===== src/rtl/adc_seq_pkg.sv =====
package adc_seq_pkg;

  // Strobes from the sequencer to the shift datapath
  typedef struct packed {
    logic wordStart;  // begin shifting one word
    logic emit;       // finished words leave the block
  } dpCmd_t;

  typedef enum logic [2:0] {
    S_BOOT,
    S_SYNC_A,
    S_SYNC_B,
    S_SYNC_C,
    S_FLUSH,
    S_GAP,
    S_IDLE,
    S_FRAME
  } seqState_t;

endpackage


===== src/rtl/adc_seq_shift.sv =====
module adc_seq_shift
  import adc_seq_pkg::*;
#(
  parameter int WORD_W    = 24,
  parameter int SCLK_HALF = 2
) (
  input  logic              clk,
  input  logic              rstN,
  input  dpCmd_t            cmd,
  input  logic              miso,
  output logic              sclk,
  output logic [WORD_W-1:0] word,
  output logic              done
);

  localparam int DIV_W = (SCLK_HALF > 1) ? $clog2(SCLK_HALF) : 1;
  localparam int BIT_W = $clog2(WORD_W);

  logic              active;
  logic [DIV_W-1:0]  divCnt;
  logic [BIT_W-1:0]  bitCnt;
  logic [WORD_W-1:0] shReg;
  logic              sclkR;
  logic              doneR;
  logic [WORD_W-1:0] wordR;

  always_ff @(posedge clk) begin
    if (!rstN) begin
      active <= 1'b0;
      divCnt <= '0;
      bitCnt <= '0;
      shReg  <= '0;
      sclkR  <= 1'b0;
      doneR  <= 1'b0;
      wordR  <= '0;
    end else begin
      doneR <= 1'b0;
      if (cmd.wordStart) begin
        active <= 1'b1;
        divCnt <= '0;
        bitCnt <= '0;
        sclkR  <= 1'b0;
      end else if (active) begin
        if (divCnt == DIV_W'(SCLK_HALF - 1)) begin
          divCnt <= '0;
          sclkR  <= ~sclkR;
          if (sclkR) begin
            // falling edge: converter data settled since the rising edge
            shReg <= {shReg[WORD_W-2:0], miso};
            if (bitCnt == BIT_W'(WORD_W - 1)) begin
              active <= 1'b0;
              doneR  <= 1'b1;
              wordR  <= {shReg[WORD_W-2:0], miso};
              bitCnt <= '0;
            end else begin
              bitCnt <= bitCnt + 1'b1;
            end
          end
        end else begin
          divCnt <= divCnt + 1'b1;
        end
      end
    end
  end

  assign sclk = sclkR;
  assign word = wordR;
  assign done = doneR;


  start_idle_chk: assert property (@(posedge clk) disable iff (!rstN)
    cmd.wordStart |-> !active);


  done_pulse_chk: assert property (@(posedge clk) disable iff (!rstN)
    doneR |=> !doneR);

endmodule


===== src/rtl/adc_seq_ctrl.sv =====
module adc_seq_ctrl
  import adc_seq_pkg::*;
#(
  parameter int CH_N        = 8,
  parameter int SYNC_LO_CYC = 4,
  parameter int SYNC_HI_CYC = 4
) (
  input  logic                        clk,
  input  logic                        rstN,
  input  logic                        drdyN,
  input  logic                        dpDone,
  input  logic                        respBit,
  output dpCmd_t                      cmd,
  output logic                        syncN,
  output logic                        csN,
  output logic [$clog2(CH_N+1)-1:0]   wordIdx,
  output logic                        resyncErr,
  output logic                        overrun
);

  localparam int FRAME_W = CH_N + 1;
  localparam int IDX_W   = $clog2(FRAME_W);
  localparam int SYNC_MX = (SYNC_LO_CYC > SYNC_HI_CYC) ? SYNC_LO_CYC : SYNC_HI_CYC;
  localparam int CNT_W   = $clog2(SYNC_MX + 1);

  seqState_t        state;
  logic [CNT_W-1:0] cnt;
  logic [IDX_W-1:0] wordCnt;
  logic             flushCnt;
  logic             startR;
  logic [2:0]       drdyS;
  logic             drdyFall;
  logic             lastWord;

  assign drdyFall = drdyS[2] & ~drdyS[1];
  assign lastWord = (wordCnt == IDX_W'(FRAME_W - 1));

  always_ff @(posedge clk) begin
    if (!rstN) begin
      state     <= S_BOOT;
      cnt       <= '0;
      wordCnt   <= '0;
      flushCnt  <= 1'b0;
      startR    <= 1'b0;
      drdyS     <= 3'b111;
      resyncErr <= 1'b0;
      overrun   <= 1'b0;
    end else begin
      drdyS  <= {drdyS[1:0], drdyN};
      startR <= 1'b0;
      if (drdyFall && state == S_FRAME) overrun <= 1'b1;
      unique case (state)
        S_BOOT: begin
          state <= S_SYNC_A;
          cnt   <= '0;
        end
        S_SYNC_A, S_SYNC_C: begin
          if (cnt == CNT_W'(SYNC_LO_CYC - 1)) begin
            cnt <= '0;
            if (state == S_SYNC_A) begin
              state <= S_SYNC_B;
            end else begin
              state    <= S_FLUSH;
              startR   <= 1'b1;
              wordCnt  <= '0;
              flushCnt <= 1'b0;
            end
          end else begin
            cnt <= cnt + 1'b1;
          end
        end
        S_SYNC_B: begin
          if (cnt == CNT_W'(SYNC_HI_CYC - 1)) begin
            cnt   <= '0;
            state <= S_SYNC_C;
          end else begin
            cnt <= cnt + 1'b1;
          end
        end
        S_FLUSH, S_FRAME: begin
          if (dpDone) begin
            if (state == S_FLUSH && !flushCnt && wordCnt == '0 && !respBit)
              resyncErr <= 1'b1;
            if (lastWord) begin
              wordCnt <= '0;
              if (state == S_FLUSH && !flushCnt) begin
                flushCnt <= 1'b1;
                state    <= S_GAP;
              end else begin
                state <= S_IDLE;
              end
            end else begin
              wordCnt <= wordCnt + 1'b1;
              startR  <= 1'b1;
            end
          end
        end
        S_GAP: begin
          state  <= S_FLUSH;
          startR <= 1'b1;
        end
        S_IDLE: begin
          if (drdyFall) begin
            state   <= S_FRAME;
            startR  <= 1'b1;
            wordCnt <= '0;
          end
        end
        default: state <= S_BOOT;
      endcase
    end
  end

  assign syncN         = !(state == S_SYNC_A || state == S_SYNC_C);
  assign csN           = !(state == S_FLUSH || state == S_FRAME);
  assign cmd.wordStart = startR;
  assign cmd.emit      = (state == S_FRAME);
  assign wordIdx       = wordCnt;


  sync_no_frame_chk: assert property (@(posedge clk) disable iff (!rstN)
    !syncN |-> csN);


  done_in_frame_chk: assert property (@(posedge clk) disable iff (!rstN)
    dpDone |-> (!csN && wordCnt < IDX_W'(FRAME_W)));


  overrun_sticky_chk: assert property (@(posedge clk) disable iff (!rstN)
    overrun |=> overrun);


  resync_sticky_chk: assert property (@(posedge clk) disable iff (!rstN)
    resyncErr |=> resyncErr);

endmodule


===== src/rtl/adc_frame_seq.sv =====
module adc_frame_seq
  import adc_seq_pkg::*;
#(
  parameter int CH_N        = 8,
  parameter int WORD_W      = 24,
  parameter int SCLK_HALF   = 2,
  parameter int SYNC_LO_CYC = 4,
  parameter int SYNC_HI_CYC = 4,
  parameter int RESYNC_BIT  = 10
) (
  input  logic                        clk,
  input  logic                        rstN,
  input  logic                        drdyN,
  input  logic                        miso,
  output logic                        syncN,
  output logic                        csN,
  output logic                        sclk,
  output logic [WORD_W-1:0]           wordData,
  output logic [$clog2(CH_N+1)-1:0]   wordIdx,
  output logic                        wordValid,
  output logic                        resyncErr,
  output logic                        overrun
);

  dpCmd_t            cmd;
  logic              dpDone;
  logic [WORD_W-1:0] dpWord;

  adc_seq_ctrl #(
    .CH_N        (CH_N),
    .SYNC_LO_CYC (SYNC_LO_CYC),
    .SYNC_HI_CYC (SYNC_HI_CYC)
  ) u_ctrl (
    .clk       (clk),
    .rstN      (rstN),
    .drdyN     (drdyN),
    .dpDone    (dpDone),
    .respBit   (dpWord[RESYNC_BIT]),
    .cmd       (cmd),
    .syncN     (syncN),
    .csN       (csN),
    .wordIdx   (wordIdx),
    .resyncErr (resyncErr),
    .overrun   (overrun)
  );

  adc_seq_shift #(
    .WORD_W    (WORD_W),
    .SCLK_HALF (SCLK_HALF)
  ) u_shift (
    .clk  (clk),
    .rstN (rstN),
    .cmd  (cmd),
    .miso (miso),
    .sclk (sclk),
    .word (dpWord),
    .done (dpDone)
  );

  assign wordData  = dpWord;
  assign wordValid = dpDone & cmd.emit;


  sclk_idle_chk: assert property (@(posedge clk) disable iff (!rstN)
    csN |-> !sclk);

endmodule


===== config.mk =====
export PLATFORM = sky130hd
export DESIGN_NAME = adc_frame_seq
export DESIGN_NICKNAME = d
export VERILOG_FILES = /design/src/rtl/adc_seq_pkg.sv /design/src/rtl/adc_seq_shift.sv /design/src/rtl/adc_seq_ctrl.sv /design/src/rtl/adc_frame_seq.sv
export SDC_FILE = /design/constraint.sdc
export NUM_CORES = 1
export LEC_CHECK = 0
export BUFFER_PORTS_ARGS = -buffer_cell sky130_fd_sc_hd__buf_2
export CORE_ASPECT_RATIO = 0.8
export CORE_MARGIN = 2
export CORE_UTILIZATION = 30
export DETAILED_ROUTE_END_ITERATION = 10
export GPL_TIMING_DRIVEN = 0
export PLACE_DENSITY = 0.56
export SLEW_MARGIN = 10
export SYNTH_ARGS = -nofsm -noshare
export SYNTH_HDL_FRONTEND = slang
export SYNTH_HIERARCHICAL = 1
export SYNTH_SLANG_ARGS = --single-unit

===== constraint.sdc =====
create_clock -name clk -period 2.2 [get_ports clk]
set_clock_uncertainty 0.2 [all_clocks]
set_input_delay 0.22 -clock clk [delete_from_list [all_inputs] [get_ports clk]]
set_output_delay 0.22 -clock clk [all_outputs]
set_load 0.005 [all_outputs]

### After elaboration in Yosys (flattened, before gate mapping)

Index checks and enable logic that the tools add are counted.
Widths: inputs -> output; s select.

* add/sub/neg operators: 4
* eq/ne operators: 17
* multiplexer cells: 36
* bitwise gates (word level): 8
* reduce and logical (&&, ||, !) cells: 28

Operators with widths (number)
* $mux 3: 7
* $mux 4: 5
* $pmux 3 s6: 1
* $mux 1: 17
* $reduce_and 5->1: 3
* $eq 3x3->1 const B: 4
* $ne 2x1->1 const B: 6
* $pmux 4 s3: 1
* $eq 3x2->1 const B: 3
* $not 1->1: 6
* $pmux 3 s2: 1
* $reduce_and 3->1: 2
* $reduce_and 6->1: 1
* $reduce_or 2->1: 3
* $add 5x1->5 const B: 1
* $eq 5x5->1 const B: 1
* $mux 5: 1
* $reduce_or 5->1: 1
* $add 4x1->4 const B: 1
* $eq 4x4->1 const B: 1
* $logic_and 1x1->1: 4
* $logic_not 1->1: 4
* $logic_not 4->1: 1
* $pmux 1 s4: 1
* 14 further kinds: 17

* register bits: 73
* input bits: 4
* logic and storage cells: 108

### Depth between registers and ports, before layout

Gate-level depths: netlist (run 1).

* depth in word-level cells: 6
* depth in mapped cells: 6

### Cells and area by module

The synthesis (run 1) kept the hierarchy.

Modules (own cells, without submodules)
* adc_seq_shift: instances 1, cells each 251, area an instance 2282.2 um^2, sequential area each 1121.1 um^2
* adc_seq_ctrl: instances 1, cells each 102, area an instance 859.6 um^2, sequential area each 340.3 um^2
* adc_frame_seq: instances 1, cells each 1, area an instance 6.3 um^2, sequential area each 0.0 um^2

### Worst setup path after synthesis (run 1)

Ideal clock, no wire load.

* path type: register -> register
* start point: register u_ctrl.state[0]
* end point: register u_ctrl.wordCnt[0] (netlist: u_ctrl/wordIdx[0])
* setup time: 0.066 ns
* data arrival time: 1.472 ns
* data required time: 1.934 ns
* slack: 0.462 ns
* stages on the path, launching flop included: 5
* buffers on the path: 0
* clock period less this slack: 1.738 ns
* cells stage by stage: dfxtp_1 -> or3b_1 -> a221o_1 -> a211o_1 -> a21oi_2

* word-level cells in the longest chain between the ends: 4

Ends and longest elaborated chain
* start: declaration: RTL line adc_seq_ctrl.sv:26 `seqState_t state;`
* start signal: assignment: RTL line adc_seq_ctrl.sv:40 `state <= S_BOOT;`
* start signal: assignment: RTL line adc_seq_ctrl.sv:54 `state <= S_SYNC_A;`
* start signal: assignment: RTL line adc_seq_ctrl.sv:61 `state <= S_SYNC_B;`
* $eq 3x3->1 (tied with other cells): RTL line adc_seq_ctrl.sv:52 `unique case (state)`
* $reduce_or 2->1: RTL line adc_seq_ctrl.sv:52
* $ne 2x1->1 (no line) (tied with other cells)
* $reduce_and 5->1 (no line)
* end signal: assignment: RTL line adc_seq_ctrl.sv:93 `wordCnt <= wordCnt + 1'b1;`
* end: declaration: RTL line adc_seq_ctrl.sv:28 `logic [IDX_W-1:0] wordCnt;`

Several ways; a longest one is shown, not always the timed one.
A chain may end at the register's enable or synchronous reset.

### Worst setup path in the final report (run 1)

* start point: register u_ctrl.state[2]
* end point: output port csN

* word-level cells in the longest chain between the ends: 3

Ends and longest elaborated chain
* $eq 3x3->1: RTL line adc_seq_ctrl.sv:115 `assign csN = !(state == S_FLUSH || state == S_FRAME);`
* $logic_or 1x1->1 (*): RTL line adc_seq_ctrl.sv:115
* $logic_not 1->1 (*): RTL line adc_seq_ctrl.sv:115
* end: declaration: RTL line adc_frame_seq.sv:16 `output logic csN,`

Every way passes the cells marked *; elsewhere a longest branch is shown, timed or not.

==> results of run 1 <==
final cells by class:
class                           instances  area share, %
Buffer                                 25          4.105
Clock buffer                           10          6.173
Clock inverter                          5          2.683
Inverter                                6         0.5818
Multi-Input combinational cell        250          38.88
Sequential cell                        73          37.75
Tap cell                              140          4.525
Timing Repair Buffer                   39          5.301
power by group through the flow:
| stage | combinational, mW | clock [mW] | sequential (mW) |
|---|---|---|---|
| 2_1_floorplan | 0.193 | 0 | 1.39 |
| 3_3_place_gp | 0.252 | 0 | 1.40 |
| 3_5_place_dp | 0.255 | 0 | 1.40 |
| 4_1_cts | 0.259 | 1.71 | 1.37 |
| 5_1_grt | 0.289 | 1.77 | 1.37 |
| 6_report | 0.261 | 1.67 | 1.37 |
worst reg2reg max path: cells and delay by family (launching register included):
kind / cells / cell delay (ps)
AO/OA/AOI/OAI: 3 / 810
XOR/XNOR: 1 / 450
flip-flops: 1 / 290
buffers and inverters: 1 / 170
cells by family (layout without fill, tap and decap cells):
family          Yosys count  in the layout  share of synthesized area (%)
compound gates           55             55                          12.44
flops                    73             73                          46.42
simple gates            161            161                          24.40
xor+xnor                  4              4                          1.113
fa+ha+maj                 4              4                          1.590
buf+inv                  31             85                          5.763
mux                      26             26                          8.267
state kept, by name, summed over array words and instances (netlist names), 3 cells and up:
register / count
u_ctrl/cnt: 3
u_ctrl/drdyS: 3
u_ctrl/state: 3
u_ctrl/wordIdx: 4
u_shift/bitCnt: 5
u_shift/shReg: 23
u_shift/word: 24
what timing repair did:
| item | in CTS | in global routing |
|---|---|---|
| endpoints found under the hold margin | 3 | 0 |
| setup endpoints to repair | 0 | 0 |
| hold buffers | 2 | 0 |
| buffers inserted | 0 | 0 |
synth_stat cells (all sizes together):
cell type	count	area share [%]
o211a	1	0.32
buf	15	3.9
a311oi	1	0.28
o21ai	7	1.1
or4b	2	0.64
a22oi	1	0.24
nor2b	2	0.40
nor4b	1	0.28
a21oi	8	1.4
o211ai	1	0.24
a41o	1	0.32
inv	6	0.72
and3	2	0.44
and4b	2	0.68
xor2	2	0.56
and2	1	0.20
dfxtp	73	46
ha	4	1.6
xnor2	2	0.56
a31o	1	0.28
nand3b	1	0.24
nand3	6	1.4
a31oi	4	0.79
nand2b	7	1.4
a221o	1	0.32
or3b	1	0.28
o221a	1	0.36
nand4	5	0.99
nand2	110	13
nand4b	2	1.5
a211o	1	0.28
o22ai	1	0.20
a21boi	24	5.7
or3	1	0.20
o32a	1	0.32
a41oi	1	0.28
nor3	3	0.48
nor2	14	1.9
clkbuf	10	1.2
nor4bb	1	0.32
mux2i	26	8.3
worst paths after layout:
path	from	end	slack (ps)	depth (start not counted)
setup / recovery	u_ctrl/state[2]$_SDFFE_PN0P_	csN	200	4
hold / removal	rstN	u_ctrl/wordIdx[3]$_SDFFE_PN0P_	50	3
setup reg to reg	u_ctrl/state[1]$_SDFFE_PN0P_	u_ctrl/wordIdx[0]$_SDFFE_PN0P_	210	5
hold reg to reg	u_ctrl/drdyS[0]$_SDFF_PN1_	u_ctrl/drdyS[1]$_SDFF_PN1_	210	1
through the flow:
stage	cells	util, %	total power [mW]
after CTS	548	37.81	3.342
final	548	37.81	3.301
after global routing	548	37.81	3.436
after global placement	531	34.26	1.650
after detailed placement	531	34.26	1.654
after floorplan	354	-	1.587
cells in the final DEF, fill, tap and decap left out, drive strengths merged, types with 2 or more instances in the layout:
cell type    Yosys  final
nand2          110    110
and3             2      2
nand4b           2      2
nor2            14     14
nand2b           7      7
inv              6      6
or4b             2      2
buf             15     52
nand4            5      5
xor2             2      2
clkinv           0      2
xnor2            2      2
mux2i           26     26
a21oi            8      8
o21ai            7      7
a31oi            4      4
a21boi          24     24
clkbuf          10     20
dfxtp           73     73
dlygate4sd3      0      2
nor2b            2      2
nor3             3      3
and4b            2      2
bufinv           0      3
ha               4      4
nand3            6      6
per-layer routing:
layer / vias up / part of all wire (%)
met4: 0 / 1.0
met1: 1171 / 51
met3: 6 / 5.4
li1: 1293 / -
met5: - / 0
met2: 60 / 43
==> summary.txt, run 1 <==
status: finished, final reports clean
clock share of power: 50.6%
worst-skew pair later-pin latency: 330 ps
Worst Setup Slack, final: 199.2 ps
met2 global-route usage: 18.92%
critical path class: reg2out
CTS resizes: 0
row cnt: 33
Antenna Cells: 0
initial core utilization: 30.74%
chip width: 118.5 µm
first-pass GRT wire length: 11.26 mm
global route overflow: 0
hold crit path type: in2reg
Comb pwr share: 7.9%
Placed Area: 3508 µm²
Cell Pwr Density: 852.7 nW/µm²
Netlist cell types: 51
Slew HR: 63.00%
Max stage delay cell, worst path: clkbuf_1
Switching Share: 22.00%
Die Span Y: 95.62 µm
htree depth: 3
Worst EP arrival: 1580 ps
DRC violation count after routing: 0
area taken by multi-input logic gates: 1505 µm²
vias in the first global route: 2362
DRT iter0 DRCs: 116
DPL Wire Length: 4.633 mm
min Tclk post-route: 2001 ps
core area: 10240 µm²
Worst-path clk slew: 60 ps
LEAKAGE: 1.503 nW
clk sinks: 73
drt total wl: 6.648 mm
crit-path max cell delay: 400 ps
storage element area: 1461 µm²
Top delay family on crit path: buffers and inverters
met1 global-route usage: 16.33%
worst endpoint required time: 1780 ps
CP Capture Type: primary output
I/O Pins: 38
Final Hold Fails: 0
Critical Path Fanout Max: 10
Int Pwr: 2.575 mW
initial antenna violation count: 0
Slew @ Worst Pin: 552.6 ps
Final period util: 90.95%
remaining antenna violation count: 0
Cells after Synth: 354
RSZ-0062 raised after global routing: no
Mapped Area: 3148 µm²
Nets: 412
Vias/cell: 4.617
Avg Cell Area, Syn: 8.893 µm²
port bufs: 37
TNS Setup: 0 ps
GRT Util Overall: 12.53%
final setup vio count: 0
P_sw: 726.1 µW
post-synthesis register bit count: 73
Synthesized Nets: 362
1st-pass router iterations: 4
Buf/Inv on CP: 3
GPL Wtd Cong: 0.7950
DR vias: 2530
FMAX: 0.4998 GHz
YS warnings: 6
clock root cell: clkbuf_16
GR peak layer: met2
CTS tree: yes
largest net degree at the start of global routing: 13
layout cell share with drive strength beyond 1: 17.16%
critical path, cell by cell: clkbuf_1 > clkbuf_1 > nand2_1 > buf_2
fin area: 3871 µm²
Max Slew Vio Count: 0
Min Hold Slack: 51.98 ps
Seq/Total Area, Yosys: 46.42%
Fillers: 1078
CP dominant cell by count: clkbuf_1
full die area: 11330 µm²
Layout area overhead: 22.97%
CTS max path bufs: 2
IR drop worst, VDD: 0.0003856 V
GRT met3 Usage: 4.306%
max_cap viols: 0
number of CTS-inserted buffers: 9
Wirelength per Cell: 12.13 µm
Setup WS pre-CTS: 245.7 ps
sequential power share: 41.5%
Startpoint Class: register
Note: power is estimated with default switching activity, not from simulation.
==> run 2, diff against run 1 <==
CTS_BUF_LIST = sky130_fd_sc_hd__clkbuf_8   (was unset)
==> run 2 against run 1 <==
Net effect: cell area down 2.6%; count of clock-buffer cells in the layout unchanged; clock power down 25%; sequential share of layout area up 1.0 points; die area unchanged; combinational power about the same; sequential power about the same; power down 12%; first-iteration DRC count down 3.4%; register-to-register slack better by 20 ps; flip-flop and latch count unchanged.
==> summary.txt, run 2 (synthesis results as in run 1) <==
status: finished, final reports clean
CP dominant cell by count: clkbuf_1
Final period util: 91.65% (+0.70 points)
Slew HR: 64.00% (+1.0 points)
port bufs: 37 (unchanged)
remaining antenna violation count: 0 (unchanged)
core area: 10240 µm² (unchanged)
vias in the first global route: 2379 (+0.72%)
Cell Pwr Density: 767.0 nW/µm² (-10%)
Critical Path Fanout Max: 10 (unchanged)
worst endpoint required time: 1780 ps (about the same)
Antenna Cells: 0 (unchanged)
area taken by multi-input logic gates: 1505 µm² (unchanged)
min Tclk post-route: 2016 ps (+15.40 ps)
Layout area overhead: 19.75%
storage element area: 1461 µm² (unchanged)
Final Util: 36.82% (-0.99 points)
initial core utilization: 30.74% (unchanged)
DRC violation count after routing: 0 (unchanged)
Max stage delay cell, worst path: clkbuf_1
CP Capture Type: primary output
TNS Setup: 0 ps (unchanged)
first-pass GRT wire length: 11.34 mm (+0.67%)
FMAX: 0.4960 GHz (-0.76%)
total power: 2.891 mW (-12%)
Buf/Inv on CP: 3 (unchanged)
Worst EP arrival: 1600 ps (+20 ps)
row cnt: 33 (unchanged)
initial antenna violation count: 0 (unchanged)
Final Hold Fails: 0 (unchanged)
Startpoint Class: register
GRT Util Overall: 12.55% (+0.013 points)
hold path cells: 3 (unchanged)
most frequent cells in the layout: nand2_1, dfxtp_1, buf_2, mux2i_1, a21boi_0
worst r2r path cells: 5 (unchanged)
DR vias: 2524 (-0.24%)
I/O Pins: 38 (unchanged)
CTS tree: yes
hold crit path type: in2reg
Worst path depth: 4 (unchanged)
Worst-path clk slew: 80 ps (+20 ps)
CTS max path bufs: 2 (unchanged)
Worst Setup Slack, final: 183.8 ps (-15.40 ps)
DRT iter0 DRCs: 112 (-3.4%)
worst-skew pair later-pin latency: 340 ps (about the same)
crit-path max cell delay: 400 ps (about the same)
critical path class: reg2out
Fillers: 1091 (+1.2%)
largest net degree at the start of global routing: 13 (unchanged)
most common cell after layout, fill and taps aside: nand2_1
CTS resizes: 0 (unchanged)
full die area: 11330 µm² (unchanged)
IR drop worst, VDD: 0.0002398 V (-38%)
critical path, cell by cell: clkbuf_1 > clkbuf_1 > nand2_1 > buf_2
Die Span Y: 95.62 µm (unchanged)
Slew @ Worst Pin: 537.6 ps (-14.94 ps)
RSZ-0062 raised after global routing: no
LEAKAGE: 1.456 nW (-3.1%)
post-CTS setup buffer count: 0 (unchanged)
Max Slew Vio Count: 0 (unchanged)
chip width: 118.5 µm (unchanged)
number of CTS-inserted buffers: 9 (unchanged)
Top delay family on crit path: buffers and inverters
Vias/cell: 4.606 (-0.24%)
drt total wl: 6.610 mm (-0.57%)
GPL Wtd Cong: 0.7950 (unchanged)
Nets: 412 (unchanged)
htree depth: 3 (unchanged)
Setup WS pre-CTS: 245.7 ps (unchanged)
clock root cell: clkbuf_8
global route overflow: 0 (unchanged)
clk sinks: 73 (unchanged)
1st-pass router iterations: 5 (+1)
layout cell share with drive strength beyond 1: 17.16% (unchanged)
max reg flops: 24 (unchanged)
max_cap viols: 0 (unchanged)
DPL Wire Length: 4.633 mm (unchanged)
final setup vio count: 0 (unchanged)
Wirelength per Cell: 12.06 µm (-0.57%)
[run 2: tightest hold or removal path, delay by kind of cell]
| family | cells | cell delay, ps |
|---|---|---|
| buffers and inverters | 1 | 150 |
| AND/OR/NAND/NOR | 1 | 90 |
| AO/OA/AOI/OAI | 1 | 80 |
[run 2: per-layer routing]
| metal | GRT usage, % | part of all wire (%) |
|---|---|---|
| met5 | 0 | 0 |
| met2 | 19.11 | 43 |
| met4 | 5.655 | 1.4 |
| met3 | 3.768 | 5.1 |
| met1 | 16.44 | 50 |
[run 2: final cells by class]
cell class / count / share of cell area, %
plain buffers: 25 / 4.215
clock buffers: 10 / 3.651
clock inverters: 5 / 2.755
inverters: 6 / 0.5974
multi-input cells: 250 / 39.93
flip-flops and latches: 73 / 38.77
well taps: 140 / 4.647
repair buffers: 39 / 5.443
[run 2: per-stage QoR]
step / hold WS (ps) / area [µm²] / cells
3_5_place_dp: 199.7 / 3508 / 531
4_1_cts: 20.35 / 3770 / 548
5_1_grt: 27.88 / 3770 / 548
2_1_floorplan: 121.5 / 3148 / 354
6_report: 39.96 / 3770 / 548
3_3_place_gp: 191.8 / 3508 / 531
[run 2: path summary, 6_finish.rpt]
| path | slack [ps] | to | startpoint |
|---|---|---|---|
| worst max-delay path | 180 | csN | u_ctrl/state[2]$_SDFFE_PN0P_ |
| worst min-delay path | 40 | u_ctrl/wordIdx[3]$_SDFFE_PN0P_ | rstN |
| worst max register to register | 230 | u_ctrl/wordIdx[0]$_SDFFE_PN0P_ | u_ctrl/state[1]$_SDFFE_PN0P_ |
| worst min register to register | 210 | u_ctrl/drdyS[1]$_SDFF_PN1_ | u_ctrl/drdyS[0]$_SDFF_PN1_ |
[run 2: report_power, final]
| part | switching, mW | total, mW | internal, mW |
|---|---|---|---|
| combinational | 0.167 | 0.261 | 0.0939 |
| clock | 0.485 | 1.26 | 0.778 |
| sequential | 0.0201 | 1.37 | 1.35 |
| total | 0.672 | 2.89 | 2.22 |
[run 2: what timing repair did]
action | 4_1_cts | 5_1_grt
setup endpoints to repair | 0 | 0
endpoints found under the hold margin | 3 | 0
hold buffers | 2 | 0
